==> src/rtl/pcr_pkg.sv <==
// Shared types for the pulse-count readout.
// Assumes: nothing beyond IEEE 1800-2017.
package pcr_pkg;
    typedef enum logic [1:0] {
        PH_IDLE,
        PH_SETTLE,
        PH_COUNT,
        PH_DONE
    } phase_e;
endpackage

==> src/rtl/pcr_sync_edge.sv <==
// Two-flop synchronizer followed by a rising-edge detector.
// Assumes: the input stays high and low for at least two clock cycles each.
module pcr_sync_edge (
    input  logic clk,
    input  logic rst_n,
    input  logic async_in,
    output logic rise_o
);
    logic meta_q, sync_q, prev_q;

    // Purpose: move the pulse into the clock domain and keep its previous level.
    always_ff @(posedge clk) begin
        if (!rst_n) begin
            meta_q <= 1'b0;
            sync_q <= 1'b0;
            prev_q <= 1'b0;
        end else begin
            meta_q <= async_in;
            sync_q <= meta_q;
            prev_q <= sync_q;
        end
    end

    assign rise_o = sync_q & ~prev_q;
endmodule

==> src/rtl/pcr_window.sv <==
// Conversion window sequencer and saturating edge counter.
// The settling phase blanks edges; the counting phase counts them.
// Assumes: the lengths are stable while a conversion runs.
module pcr_window #(
    parameter int CNT_W = 8,
    parameter int WIN_W = 12
) (
    input  logic             clk,
    input  logic             rst_n,
    input  logic             conv_start,
    input  logic [WIN_W-1:0] settle_len,
    input  logic [WIN_W-1:0] count_len,
    input  logic             rise,
    output logic             accept,
    output logic             busy,
    output logic             done,
    output logic [CNT_W-1:0] cnt,
    output logic             ovf
);
    import pcr_pkg::*;

    localparam logic [CNT_W-1:0] CNT_MAX = {CNT_W{1'b1}};

    phase_e           phase_q;
    logic [WIN_W-1:0] timer_q;

    assign accept = conv_start && (phase_q == PH_IDLE);
    assign busy   = (phase_q != PH_IDLE);
    assign done   = (phase_q == PH_DONE);

    // Purpose: step through the phases and count edges only while counting.
    always_ff @(posedge clk) begin
        if (!rst_n) begin
            phase_q <= PH_IDLE;
            timer_q <= '0;
            cnt     <= '0;
            ovf     <= 1'b0;
        end else begin
            case (phase_q)
                PH_IDLE: begin
                    if (conv_start) begin
                        phase_q <= PH_SETTLE;
                        timer_q <= settle_len;
                        cnt     <= '0;
                        ovf     <= 1'b0;
                    end
                end
                PH_SETTLE: begin
                    if (timer_q == '0) begin
                        phase_q <= PH_COUNT;
                        timer_q <= count_len;
                    end else begin
                        timer_q <= timer_q - 1'b1;
                    end
                end
                PH_COUNT: begin
                    if (rise) begin
                        if (cnt == CNT_MAX) ovf <= 1'b1;
                        else                cnt <= cnt + 1'b1;
                    end
                    if (timer_q == '0) phase_q <= PH_DONE;
                    else               timer_q <= timer_q - 1'b1;
                end
                default: phase_q <= PH_IDLE;
            endcase
        end
    end

    AST_SETTLE_BLANK: assert property (@(posedge clk) disable iff (!rst_n)
        (phase_q == PH_SETTLE) |-> (cnt == '0));
    AST_COUNT_FROZEN: assert property (@(posedge clk) disable iff (!rst_n)
        (phase_q != PH_COUNT && !accept) |=> $stable(cnt));
    AST_NO_WRAP: assert property (@(posedge clk) disable iff (!rst_n)
        (phase_q == PH_COUNT && cnt == CNT_MAX) |=> (cnt == CNT_MAX));
    AST_OVF_AT_MAX: assert property (@(posedge clk) disable iff (!rst_n)
        ovf |-> (cnt == CNT_MAX));
endmodule

==> src/rtl/pcr_value_map.sv <==
// Inverted count-to-value mapping with rounding to nearest and clamping.
// Assumes: zero_cnt is the count for value 0 and step is counts per level.
module pcr_value_map #(
    parameter int CNT_W = 8,
    parameter int ROWS  = 16,
    parameter int VAL_W = 5
) (
    input  logic [CNT_W-1:0] cnt,
    input  logic [CNT_W-1:0] zero_cnt,
    input  logic [CNT_W-1:0] step,
    output logic [VAL_W-1:0] value
);
    localparam logic [CNT_W:0] ROWS_W = (CNT_W+1)'(ROWS);

    logic [CNT_W-1:0] step_eff;
    logic [CNT_W:0]   num;
    logic [CNT_W:0]   quo;

    // Purpose: compute the rounded, limited value from the count distance.
    always_comb begin
        step_eff = (step == '0) ? CNT_W'(1) : step;
        num      = {1'b0, zero_cnt - cnt} + {2'b00, step_eff[CNT_W-1:1]};
        quo      = num / {1'b0, step_eff};
        if (cnt >= zero_cnt)  value = '0;
        else if (quo > ROWS_W) value = VAL_W'(ROWS);
        else                   value = VAL_W'(quo);
    end
endmodule

==> src/rtl/pcr_accum.sv <==
// Shift-and-add accumulator over weight-bit slices and row-slice repeats.
// Assumes: the number of conversions per operation stays within MAX_REPS per bit.
module pcr_accum #(
    parameter int VAL_W = 5,
    parameter int BIT_W = 2,
    parameter int ACC_W = 10
) (
    input  logic             clk,
    input  logic             rst_n,
    input  logic             op_clear,
    input  logic             accept,
    input  logic [BIT_W-1:0] bit_sel,
    input  logic             last_slice,
    input  logic             done,
    input  logic [VAL_W-1:0] value,
    output logic [ACC_W-1:0] acc,
    output logic             valid
);
    logic [BIT_W-1:0] bit_q;
    logic             last_q;
    logic [ACC_W-1:0] term;

    assign term = ACC_W'(value) << bit_q;

    // Purpose: capture the slice tags of the conversion being started.
    always_ff @(posedge clk) begin
        if (!rst_n) begin
            bit_q  <= '0;
            last_q <= 1'b0;
        end else if (accept) begin
            bit_q  <= bit_sel;
            last_q <= last_slice;
        end
    end

    // Purpose: clear or add the weighted value, and flag the final sum.
    always_ff @(posedge clk) begin
        if (!rst_n) begin
            acc   <= '0;
            valid <= 1'b0;
        end else begin
            if (op_clear)  acc <= '0;
            else if (done) acc <= acc + term;
            valid <= done && last_q && !op_clear;
        end
    end

    AST_VALID_ONE_CYCLE: assert property (@(posedge clk) disable iff (!rst_n)
        valid |=> !valid);
    AST_VALID_AFTER_DONE: assert property (@(posedge clk) disable iff (!rst_n)
        valid |-> $past(done));
    AST_CLEAR_EMPTIES: assert property (@(posedge clk) disable iff (!rst_n)
        op_clear |=> (acc == '0));
    AST_ACC_GROWS: assert property (@(posedge clk) disable iff (!rst_n)
        !op_clear |=> (acc >= $past(acc)));
endmodule

==> src/rtl/pulse_slice_readout.sv <==
// Top: pulse-count readout of an oscillator converter with slice accumulation.
// Assumes: one conversion at a time; conv_start is ignored while busy.
module pulse_slice_readout #(
    parameter int CNT_W    = 8,
    parameter int WIN_W    = 12,
    parameter int ROWS     = 16,
    parameter int WBITS    = 4,
    parameter int MAX_REPS = 4,
    localparam int VAL_W   = $clog2(ROWS + 1),
    localparam int BIT_W   = (WBITS > 1) ? $clog2(WBITS) : 1,
    localparam int ACC_W   = $clog2(ROWS * MAX_REPS * ((1 << WBITS) - 1) + 1)
) (
    input  logic             clk,
    input  logic             rst_n,
    input  logic             pulse_in,
    input  logic             op_clear,
    input  logic             conv_start,
    input  logic [WIN_W-1:0] settle_len,
    input  logic [WIN_W-1:0] count_len,
    input  logic [CNT_W-1:0] zero_count,
    input  logic [CNT_W-1:0] count_step,
    input  logic [BIT_W-1:0] bit_sel,
    input  logic             last_slice,
    output logic             busy,
    output logic [CNT_W-1:0] raw_count,
    output logic             count_ovf,
    output logic [ACC_W-1:0] result,
    output logic             result_valid
);
    logic             rise;
    logic             accept;
    logic             done;
    logic [VAL_W-1:0] value;

    pcr_sync_edge i_sync (
        .clk      (clk),
        .rst_n    (rst_n),
        .async_in (pulse_in),
        .rise_o   (rise)
    );

    pcr_window #(.CNT_W(CNT_W), .WIN_W(WIN_W)) i_window (
        .clk        (clk),
        .rst_n      (rst_n),
        .conv_start (conv_start),
        .settle_len (settle_len),
        .count_len  (count_len),
        .rise       (rise),
        .accept     (accept),
        .busy       (busy),
        .done       (done),
        .cnt        (raw_count),
        .ovf        (count_ovf)
    );

    pcr_value_map #(.CNT_W(CNT_W), .ROWS(ROWS), .VAL_W(VAL_W)) i_map (
        .cnt      (raw_count),
        .zero_cnt (zero_count),
        .step     (count_step),
        .value    (value)
    );

    pcr_accum #(.VAL_W(VAL_W), .BIT_W(BIT_W), .ACC_W(ACC_W)) i_accum (
        .clk        (clk),
        .rst_n      (rst_n),
        .op_clear   (op_clear),
        .accept     (accept),
        .bit_sel    (bit_sel),
        .last_slice (last_slice),
        .done       (done),
        .value      (value),
        .acc        (result),
        .valid      (result_valid)
    );

    AST_MAP_LIMIT: assert property (@(posedge clk) disable iff (!rst_n)
        done |-> (value <= VAL_W'(ROWS)));
endmodule

==> config.mk <==
export PLATFORM = sky130hd
export DESIGN_NAME = pulse_slice_readout
export DESIGN_NICKNAME = d
export VERILOG_FILES = /design/src/rtl/pcr_pkg.sv /design/src/rtl/pcr_sync_edge.sv /design/src/rtl/pcr_window.sv /design/src/rtl/pcr_value_map.sv /design/src/rtl/pcr_accum.sv /design/src/rtl/pulse_slice_readout.sv
export SDC_FILE = /design/constraint.sdc
export NUM_CORES = 1
export LEC_CHECK = 0
export CELL_PAD_IN_SITES_DETAIL_PLACEMENT = 1
export CELL_PAD_IN_SITES_GLOBAL_PLACEMENT = 1
export CORE_UTILIZATION = 45
export CTS_BUF_LIST = sky130_fd_sc_hd__clkbuf_16
export CTS_CLUSTER_DIAMETER = 100
export DETAILED_ROUTE_END_ITERATION = 8
export PLACE_DENSITY = 0.93
export SLEW_MARGIN = 0
export SYNTH_ARGS = -nofsm -noshare
export SYNTH_HDL_FRONTEND = slang
export SYNTH_SLANG_ARGS = --single-unit
==> constraint.sdc <==
create_clock -name clk -period 27.3 [get_ports clk]
set_input_delay 4.095 -clock clk [delete_from_list [all_inputs] [get_ports clk]]
set_output_delay 4.095 -clock clk [all_outputs]
set_load 0.02 [all_outputs]
==> impl_metrics.toml, run 1 <==
[cells_and_area]
fin_nets = 868
antenna_cells = 0
area_delta_synth_final_pct = 18.3
final_util_pct = 55.6
most-common-layout-cells = "ha_1 (75), clkdlybuf4s50_1 (68), nor2_1 (62)"
drive_above_1_share_pct = 5.11
final_common_cell = "ha_1"

[floorplanning]
fp-row-count = 38
die_h_microns = 109
coreArea_sq_um = 11000
start_util_pct = 47.0
ioPinCount = 69
fp.dieW_microns = 109
die-area_sq_um = 11900

[sta]
finalMaxSlewViolations = 0
setup_viol = 0
max_slew.worst_pin.slew_ns = 1.20
fin_crit_ns = 23.67
fmax_ghz = 0.0422
period_share_pct = 86.7
hold_viol_final = 0
grt_setup_unrepaired = "false"
slew_headroom_pct = 20.3
finalSetupTns_ns = 0
fin_skew_ns = 0.00590

[global_route]
antenna_found_initial = 0
grt_pass1_vias = 5955
grt_usage_pct = 30.9
grt-ovfl-total = 0
grt_max_degree = 27
grt_pass1_wl_mm = 29.0

[clocking]
cts_buffers = 5
ctsResizeCount = 0
htreeDepth = 2
clk_pin_slew_ns = 0.07
clockBufferDepth = 2
cts.sinks = 40
insertion_delay_ns = 0.29
cts_tree = "done"
cts-root-buf = "clkbuf_16"
post-cts-setup-buffers = 0
cts.hold.buffers_added = 0

[setup_path]
path_max_fanout = 14
crit_top_cell = "ha_1"
cp-end-kind = "register"
critical_path_arrival_ns = 23.90
cpPeakStageDelay_ns = 0.95
critical_path_class = "primary input to register"
cpMaxStageDelayCell = "a21oi_1"
cp-start-kind = "primary input"
worstPathRequired_ns = 27.52

[min_path]
hold_class = "register to register"

[detailed_routing]
drt_wl_total_mm = 17.8
wl_met1_mm = 7.45
ant_nets = 0
vias_per_cell = 6.32
wl_met3_microns = 735
firstDrtPassIters = 5
avgRoutedWirePerCell_microns = 20.2
drc = 0
dr.max_layer_used = "met4"
route.met2.wl_mm = 9.15
drt_iter0_drc = 298
vias = 5578

[run]
maxCapViolCount = 0

[placement]
gp_congestion = 0.909
hpwl_mm = 13.7
numPortBuffers = 68

[logic_synthesis]
ys_seq_area_share_pct = 15.5
synth_cell_types = 64
ys.flop_type = "dfxtp_1"
mappedNetlistNets = 815
synth_edf_count = 0
syn_inst = 689
async_flop_share_pct = 0
yosysWarnings = 0
syn_area_sq_um = 5180
synth.avg_cell_area_sq_um = 7.52
yosys_register_bits = 40

[pwr]
ir_worst_vdd_v = 0.0000595
p_leak_uw = 0.00253
power_density_nw_per_um2 = 88.9

[outcome]
status = "finished, final reports clean"
==> critical path: cells and delay by family <==
kind / cells / cell delay (ns)
buf+inv: 5 / 0.73
fa+ha+maj: 13 / 4.03
simple gates: 10 / 1.70
mux: 3 / 1.06
compound gates: 44 / 12.28
==> per-stage QoR <==
stage	hold WS (ns)	power [uW]	setup slack, ns	instances	instance area, sq um
after floorplan	0.412	370	7.79	689	5180
after global placement	0.424	439	5.00	875	5960
after detailed placement	0.431	464	3.90	875	5960
after CTS	0.443	541	4.06	883	6130
after global routing	0.459	587	2.32	883	6130
final	0.435	545	3.63	883	6130
==> metal layers <==
| layer | global-route usage (%) | vias up |
|---|---|---|
| met5 | 0 | - |
| met4 | 12.1 | 0 |
| met3 | 4.98 | 49 |
| met2 | 57.1 | 186 |
| met1 | 35.3 | 2723 |
| li1 | - | 2620 |
==> registers in the layout, indices dropped and copies added (netlist names) <==
| name | cells |
|---|---|
| i_accum.acc | 10 |
| i_accum.bit_q | 2 |
| i_accum.last_q | 1 |
| i_accum.valid | 1 |
| i_sync.meta_q | 1 |
| i_sync.prev_q | 1 |
| i_sync.sync_q | 1 |
| i_window.cnt | 8 |
| i_window.ovf | 1 |
| i_window.phase_q | 2 |
| i_window.timer_q | 12 |
==> synth_stat cells (8+ instances only) <==
cell / number / share of area (%)
ha_1: 75 / 18
nor2_1: 62 / 4.5
nand2_1: 59 / 4.3
inv_1: 50 / 3.6
a21oi_1: 40 / 3.9
dfxtp_1: 40 / 15
o21ai_0: 31 / 3.0
nor3_1: 24 / 2.3
xnor2_1: 24 / 4.1
o21a_1: 21 / 3.0
clkbuf_1: 20 / 1.4
nand3_1: 16 / 1.5
xor2_1: 14 / 2.4
mux2i_1: 12 / 2.3
and2_1: 11 / 1.3
a211oi_1: 10 / 1.4
a21o_1: 10 / 1.4
a221oi_1: 10 / 1.7
nand4_1: 10 / 1.2
o211ai_1: 10 / 1.4
or2_2: 10 / 1.2
or3_1: 10 / 1.2
nor2b_1: 9 / 1.1
o32ai_1: 9 / 1.5
mux2_2: 8 / 1.7
==> logic make-up after synthesis <==
logic type	count (synthesis)	share of synthesized area [%]
XOR/XNOR	38	6.42
multiplexers	21	4.27
flip-flops	40	15.5
adder cells (fa/ha/maj)	78	19.3
buffers and inverters	73	5.31
AND/OR/NAND/NOR	244	23.1
AO/OA/AOI/OAI	195	26.2
==> cell type report <==
| cell class | count | area (sq um) |
|---|---|---|
| Sequential cell | 40 | 801 |
| Clock buffer | 5 | 125 |
| Inverter | 50 | 188 |
| Clock inverter | 3 | 46.3 |
| Tap cell | 140 | 175 |
| Multi-Input combinational cell | 576 | 4110 |
| Timing Repair Buffer | 69 | 688 |
| Fill cell | 1367 | 4900 |
==> worst paths after layout <==
kind,startpoint,endpoint,slack (ns),depth (start not counted)
worst min register to register,i_sync.meta_q,i_sync.sync_q,0.44,1
worst max-delay path,zero_count[0],i_accum.acc[8],3.63,75
worst max register to register,i_window.cnt[0],i_accum.acc[8],7.39,73
worst min-delay path,i_sync.meta_q,i_sync.sync_q,0.44,1
==> power by group <==
group          total [uW]  internal [uW]  switching (uW)
Clock                70.2           43.5            26.7
Sequential           86.9           71.1            15.7
Combinational         388            161             227
No activity file was read; power rests on OpenSTA's default activity.
==> run 2: changes to the inputs <==
--- a/config.mk
+++ b/config.mk
@@ -5,6 +5,7 @@
 export SDC_FILE = /design/constraint.sdc
 export NUM_CORES = 1
 export LEC_CHECK = 0
+export CAP_MARGIN = 0
 export CELL_PAD_IN_SITES_DETAIL_PLACEMENT = 1
 export CELL_PAD_IN_SITES_GLOBAL_PLACEMENT = 1
 export CORE_UTILIZATION = 45
==> results of run 2 <==
The final DEF is identical to that of run 1; final timing and power are the same.
